$ cat src/rtl/sftx_pkg.sv
// Package: shared types and control-field positions for the serial frame
// transmitter. Assumes a seven-bit line-control word.
package sftx_pkg;

    localparam int CTRL_W      = 7;
    localparam int F_LEN_LO    = 0;   // two-bit character length field
    localparam int F_STOP_LONG = 2;
    localparam int F_PAR_EN    = 3;
    localparam int F_PAR_SENSE = 4;
    localparam int F_PAR_FORCE = 5;
    localparam int F_BREAK     = 6;
    localparam int LEN_W       = 4;   // holds up to 15 data bits
    localparam int TICKS_W     = 8;   // holds up to 255 ticks per bit slot

    typedef enum logic [2:0] {
        ST_IDLE   = 3'd0,
        ST_START  = 3'd1,
        ST_DATA   = 3'd2,
        ST_PARITY = 3'd3,
        ST_STOP   = 3'd4
    } tx_state_t;

    typedef struct packed {
        logic [LEN_W-1:0]   data_bits;
        logic               par_en;
        logic               par_val;
        logic [TICKS_W-1:0] stop_ticks;
    } frame_cfg_t;

endpackage

$ cat src/rtl/sftx_parity_gen.sv
// Module: computes the parity bit for a character of variable length.
// Assumes the bits above data_bits are ignored. The sense and force inputs
// follow the line-control encoding.
module sftx_parity_gen #(
    parameter int DATA_W = 8,
    parameter int LEN_W  = 4
) (
    input  logic [DATA_W-1:0] data,
    input  logic [LEN_W-1:0]  data_bits,
    input  logic              sense_even,
    input  logic              force_fixed,
    output logic              parity
);
    logic [DATA_W-1:0] masked;
    logic              ones_odd;

    // Mask off the bits beyond the programmed character length.
    for (genvar i = 0; i < DATA_W; i++) begin : g_mask
        assign masked[i] = data[i] & (LEN_W'(i) < data_bits);
    end

    assign ones_odd = ^masked;

    // Choose between the computed parity and the fixed mark/space value.
    always_comb begin
        if (force_fixed)
            parity = ~sense_even;
        else if (sense_even)
            parity = ones_odd;
        else
            parity = ~ones_odd;
    end

endmodule

$ cat src/rtl/sftx_fmt_decode.sv
// Module: turns the line-control word and the character into a frame
// configuration. Purely combinational; the sequencer samples it at
// acceptance.
module sftx_fmt_decode
    import sftx_pkg::*;
#(
    parameter int DATA_W        = 8,
    parameter int MIN_BITS      = 5,
    parameter int TICKS_PER_BIT = 16
) (
    input  logic [5:0]        fmt,
    input  logic [DATA_W-1:0] data,
    output frame_cfg_t        cfg
);
    localparam logic [TICKS_W-1:0] ONE_STOP  = TICKS_W'(TICKS_PER_BIT);
    localparam logic [TICKS_W-1:0] HALF_STOP = TICKS_W'(TICKS_PER_BIT + TICKS_PER_BIT / 2);
    localparam logic [TICKS_W-1:0] TWO_STOP  = TICKS_W'(2 * TICKS_PER_BIT);

    logic [1:0]       len_code;
    logic [LEN_W-1:0] n_bits;
    logic             par_bit;

    assign len_code = fmt[F_LEN_LO +: 2];
    assign n_bits   = LEN_W'(MIN_BITS) + LEN_W'(len_code);

    sftx_parity_gen #(
        .DATA_W (DATA_W),
        .LEN_W  (LEN_W)
    ) u_par (
        .data        (data),
        .data_bits   (n_bits),
        .sense_even  (fmt[F_PAR_SENSE]),
        .force_fixed (fmt[F_PAR_FORCE]),
        .parity      (par_bit)
    );

    // Assemble the configuration; the stop length depends on the character length.
    always_comb begin
        cfg.data_bits = n_bits;
        cfg.par_en    = fmt[F_PAR_EN];
        cfg.par_val   = par_bit;
        if (!fmt[F_STOP_LONG])
            cfg.stop_ticks = ONE_STOP;
        else if (len_code == 2'b00)
            cfg.stop_ticks = HALF_STOP;
        else
            cfg.stop_ticks = TWO_STOP;
    end

endmodule

$ cat src/rtl/sftx_tick_timer.sv
// Module: counts baud ticks inside one bit slot and flags the last tick.
// Assumes limit is at least 1 and stays stable while run is high.
module sftx_tick_timer #(
    parameter int CNT_W = 8
) (
    input  logic             clk,
    input  logic             rst_n,
    input  logic             tick,
    input  logic             run,
    input  logic             clear,
    input  logic [CNT_W-1:0] limit,
    output logic             slot_done
);
    logic [CNT_W-1:0] cnt;

    assign slot_done = run && tick && (cnt == limit - 1'b1);

    // Advance on each tick; restart at a slot boundary or a new frame.
    always_ff @(posedge clk) begin
        if (!rst_n)
            cnt <= '0;
        else if (clear || slot_done)
            cnt <= '0;
        else if (run && tick)
            cnt <= cnt + 1'b1;
    end

endmodule

$ cat src/rtl/sftx_frame_seq.sv
// Module: frame sequencer. Holds the character and its format, and walks
// through the start, data, parity and stop slots. Assumes slot_done comes
// from a timer driven by slot_limit.
module sftx_frame_seq
    import sftx_pkg::*;
#(
    parameter int DATA_W        = 8,
    parameter int TICKS_PER_BIT = 16
) (
    input  logic               clk,
    input  logic               rst_n,
    input  logic               accept,
    input  logic [DATA_W-1:0]  data_in,
    input  frame_cfg_t         cfg_in,
    input  logic               slot_done,
    output tx_state_t          state,
    output logic               line_bit,
    output logic [TICKS_W-1:0] slot_limit
);
    localparam int BIT_CNT_W = $clog2(DATA_W + 1);

    logic [DATA_W-1:0]    shreg;
    frame_cfg_t           cfg_q;
    logic [BIT_CNT_W-1:0] bit_idx;
    logic                 last_data;

    assign last_data = (LEN_W'(bit_idx) == cfg_q.data_bits - 1'b1);

    // State transitions and data shifting at slot boundaries.
    always_ff @(posedge clk) begin
        if (!rst_n) begin
            state   <= ST_IDLE;
            shreg   <= '0;
            cfg_q   <= '0;
            bit_idx <= '0;
        end else begin
            case (state)
                ST_IDLE: if (accept) begin
                    shreg   <= data_in;
                    cfg_q   <= cfg_in;
                    bit_idx <= '0;
                    state   <= ST_START;
                end
                ST_START: if (slot_done) state <= ST_DATA;
                ST_DATA: if (slot_done) begin
                    shreg   <= shreg >> 1;
                    bit_idx <= bit_idx + 1'b1;
                    if (last_data)
                        state <= cfg_q.par_en ? ST_PARITY : ST_STOP;
                end
                ST_PARITY: if (slot_done) state <= ST_STOP;
                ST_STOP:   if (slot_done) state <= ST_IDLE;
                default:   state <= ST_IDLE;
            endcase
        end
    end

    // Line level for the current slot, before any break override.
    always_comb begin
        case (state)
            ST_START:  line_bit = 1'b0;
            ST_DATA:   line_bit = shreg[0];
            ST_PARITY: line_bit = cfg_q.par_val;
            default:   line_bit = 1'b1;
        endcase
    end

    // Slot length: a full bit, except the stop period.
    assign slot_limit = (state == ST_STOP) ? cfg_q.stop_ticks : TICKS_W'(TICKS_PER_BIT);

endmodule

$ cat src/rtl/serial_frame_tx.sv
// Module: configurable serial transmitter top. Accepts one character via
// valid/ready and sends it framed per line_ctrl. Assumes baud_tick is a
// one-cycle pulse at 16x the bit rate (TICKS_PER_BIT).
module serial_frame_tx
    import sftx_pkg::*;
#(
    parameter int DATA_W        = 8,
    parameter int MIN_BITS      = 5,
    parameter int TICKS_PER_BIT = 16
) (
    input  logic              clk,
    input  logic              rst_n,
    input  logic              baud_tick,
    input  logic [CTRL_W-1:0] line_ctrl,
    input  logic [DATA_W-1:0] char_data,
    input  logic              char_valid,
    output logic              char_ready,
    output logic              busy,
    output logic              tx_out
);
    frame_cfg_t         cfg_now;
    tx_state_t          state;
    logic               line_bit;
    logic               slot_done;
    logic               accept;
    logic [TICKS_W-1:0] slot_limit;

    assign char_ready = (state == ST_IDLE);
    assign busy       = ~char_ready;
    assign accept     = char_valid && char_ready;

    sftx_fmt_decode #(
        .DATA_W        (DATA_W),
        .MIN_BITS      (MIN_BITS),
        .TICKS_PER_BIT (TICKS_PER_BIT)
    ) u_dec (
        .fmt  (line_ctrl[5:0]),
        .data (char_data),
        .cfg  (cfg_now)
    );

    sftx_tick_timer #(
        .CNT_W (TICKS_W)
    ) u_tmr (
        .clk       (clk),
        .rst_n     (rst_n),
        .tick      (baud_tick),
        .run       (busy),
        .clear     (accept),
        .limit     (slot_limit),
        .slot_done (slot_done)
    );

    sftx_frame_seq #(
        .DATA_W        (DATA_W),
        .TICKS_PER_BIT (TICKS_PER_BIT)
    ) u_seq (
        .clk        (clk),
        .rst_n      (rst_n),
        .accept     (accept),
        .data_in    (char_data),
        .cfg_in     (cfg_now),
        .slot_done  (slot_done),
        .state      (state),
        .line_bit   (line_bit),
        .slot_limit (slot_limit)
    );

    // Break request overrides the line with a live low level.
    assign tx_out = line_bit & ~line_ctrl[F_BREAK];

endmodule

$ cat config.mk
export PLATFORM = sky130hd
export DESIGN_NAME = serial_frame_tx
export DESIGN_NICKNAME = d
export VERILOG_FILES = /design/src/rtl/sftx_pkg.sv /design/src/rtl/sftx_parity_gen.sv /design/src/rtl/sftx_fmt_decode.sv /design/src/rtl/sftx_tick_timer.sv /design/src/rtl/sftx_frame_seq.sv /design/src/rtl/serial_frame_tx.sv
export SDC_FILE = /design/constraint.sdc
export NUM_CORES = 1
export LEC_CHECK = 0
export BUFFER_PORTS_ARGS = -buffer_cell sky130_fd_sc_hd__buf_2
export CAP_MARGIN = 20
export CELL_PAD_IN_SITES_DETAIL_PLACEMENT = 1
export CELL_PAD_IN_SITES_GLOBAL_PLACEMENT = 1
export CORE_MARGIN = 2
export CORE_UTILIZATION = 39
export DETAILED_ROUTE_END_ITERATION = 16
export GPL_ROUTABILITY_DRIVEN = 0
export PLACE_DENSITY_LB_ADDON = 0.1
export SYNTH_ARGS = -nofsm -noshare
export SYNTH_HDL_FRONTEND = slang
export SYNTH_SLANG_ARGS = --single-unit
$ cat constraint.sdc
create_clock -name clk -period 2.9 [get_ports clk]
set_clock_uncertainty 0.2 [all_clocks]
set_input_delay 0.87 -clock clk [delete_from_list [all_inputs] [get_ports clk]]
set_output_delay 0.87 -clock clk [all_outputs]
set_load 0.02 [all_outputs]
==> flow_metrics.tcl <==
set metrics [dict create \
    wirelength_um 4810 \
    cap_violations 0 \
    synth-seq-cells 32 \
    pwr-share-comb_pct 18.4 \
    area_growth_pct 17.1 \
    wl_per_cell_um 15.8 \
    cts-root-buf "clkbuf_8" \
    design.die.area_um2 5420 \
    portBuffers 21 \
    worstMarginPinSlew_ps 428 \
    pwr-share-seq_pct 46.4 \
    cts_sinks 32 \
    dp_hpwl_um 3540 \
    core_um2 4690 \
    status "finished, final reports clean" \
    design_area_um2 2210 \
    clk_pin_slew_ps 80 \
    std_cell_rows 25 \
    p_sw_uw 319 \
    seq_area_um2 642 \
    multi_input_area_um2 1160 \
    yosysMostFrequentCell "dfxtp_1" \
    ys.flop_type "dfxtp_1" \
    synth_cell_type_count 47 \
    worst_skew_pair.late_latency_ps 290 \
    drc 0 \
    ys_top_cells_by_count "dfxtp_1, nor2_1, nand2_1, xnor2_1" \
    final_core_util_pct 47.2 \
    antenna_found_initial 0 \
    drv_slew 0 \
    p_per_area_nw_per_um2 466 \
    finalCritPeriodShare_pct 95.9 \
    post_synth.cell_area_avg_um2 8.67 \
    synth_edf_count 0 \
    drt.antenna.violating_nets 0 \
    grt_pass1_wl_um 8160 \
    finalHoldViolations 0 \
    critPathCaptureType "flip-flop" \
    clkPwrFrac_pct 35.2 \
    io_pins 22 \
    syn-instance-count 218 \
    hold_buffers 0 \
    ctsHtreeMaxLevel 2 \
    whs_ps 265 \
    hp-class "flip-flop to flip-flop" \
    fin_nets 276 \
    num_antenna_cells 0 \
    dieWidth_um 73.6 \
    grt-ovfl-total 0 \
    setup_tns_ps 0 \
    initial_core_util_pct 40.3 \
    setup-violations-final 0 \
    cts_buffers 5 \
    synth_nets 244 \
    grt_max_degree 20 \
    yosys.area.top_type "dfxtp_1" \
    p_int_uw 711 \
    required_ps 2930 \
    fillerInstances 587 \
    async_flop_share_pct 0 \
    finalWorstPathRequiredPeriod_ps 2780 \
    slew-limit-headroom_pct 71.2 \
    gr-usage-all-layers_pct 19.3 \
    p_sw_share_pct 31.0 \
    start_kind "flip-flop" \
    cts_tree "done" \
    num_vias 1677 \
    cts_max_path_buffers 2 \
    dpl_cell_area_um2 2060 \
    critical_path_arrival_ps 2810 \
    synth_top_area_share_pct 33.9 \
    grt_pass1_vias 1741 \
    dr.pass1.iters 4 \
    p_leak_uw 0.000830 \
    netlist_area_um2 1890 \
    viasPerCell 5.50 \
    ir_drop_mv 0.264 \
    die_y_um 73.6 \
    ys_seq_area_share_pct 33.9 \
    worstPathMaxFanout 5 \
    fmax_mhz 360 \
    drive_gt1_share_pct 23.9 \
    criticalPathCategory "flip-flop to flip-flop" \
    yosys_warnings 0 \
    drt-initial-drc-count 66 \
    synth_area_leaders "dfxtp_1, xnor2_1, ha_1" \
]
[kinds of logic (layout without fill, tap and decap cells)]
family,Yosys count,in the layout,share of synthesized area [%]
mux,8,8,4.63
xor+xnor,26,26,12.0
compound gates,37,37,13.0
buf+inv,20,53,5.49
simple gates,88,88,26.3
fa+ha+maj,7,7,4.63
flops,32,32,33.9
[state kept, by name, indices dropped and copies added (netlist names)]
name / flops
u_seq.state: 3
u_tmr.cnt: 8
u_seq.cfg_q: 9
u_seq.shreg: 8
u_seq.bit_idx: 4
[final cells by class]
cell class,count,share of cell area [%]
multi-input cells,166,52.3
inverters,12,2.04
clock inverters,3,1.07
well taps,54,3.05
repair buffers,33,9.38
clock buffers,5,3.11
flip-flops and latches,32,29.0
[timing repair]
action / CTS / global route
setup buffers: 0 / 4
gates resized for setup: 0 / 4
setup endpoints to repair: 0 / 1
[critical path, cell delays in order (launching register included)]
cell     delay [ps]
dfxtp_2         370
or3b_4          410
nor3_2          130
ha_1            260
xor2_1          130
nand2_1         120
nor3_4          250
nand3_4         130
buf_12          170
or3_2           470
nand2_1          90
[path summary, 6_finish.rpt]
path,startpoint,to,slack [ps],cells past startpoint
setup reg to reg,u_seq.state[2],u_seq.state[2],120,10
hold / removal,u_seq.shreg[6],u_seq.shreg[6],270,2
hold reg to reg,u_seq.shreg[6],u_seq.shreg[6],270,2
setup / recovery,u_seq.state[2],u_seq.state[2],120,10
[routing by layer]
metal | GRT usage (%) | vias to the layer above | part of all wire [%]
met4 | 5.25 | 0 | 1.2
li1 | - | 830 | -
met2 | 32.7 | 26 | 48
met5 | 0 | - | 0
met3 | 3.98 | 6 | 2.9
met1 | 24.9 | 815 | 48
[cells in the final DEF (no fill, tap or decap), types with 2 or more instances in the layout]
cell	netlist	final
mux2i_1	5	5
o21ai_0	6	6
buf_4	1	11
nor3_2	1	3
xnor2_1	18	18
o31ai_1	5	5
dfxtp_1	32	31
or3_1	3	3
nand3_4	2	2
a31oi_1	2	2
mux2_2	2	2
a21oi_1	13	13
nand4_1	10	10
xor2_1	8	8
a21boi_0	2	2
o21ai_1	2	2
nand3_1	13	13
nor2_1	21	21
buf_2	0	21
ha_1	7	7
nor3_1	5	3
clkinvlp_4	0	2
inv_1	12	12
clkbuf_8	2	5
nand2_1	19	19
[metrics by stage]
stage	std cells	setup slack (ps)	power (uW)
floorplan	218	187	620
global placement	293	145	672
detailed placement	293	29.3	678
CTS	301	5.90	1040
global route	305	-12.8	1090
finish	305	119	1030
[power by group through the flow]
stage | registers [uW] | logic (uW) | clock network, uW
floorplan | 485 | 135 | 0
global placement | 487 | 185 | 0
detailed placement | 488 | 190 | 0
CTS | 478 | 191 | 371
global route | 482 | 215 | 390
finish | 478 | 189 | 363
(Power assumes the default switching activity.)
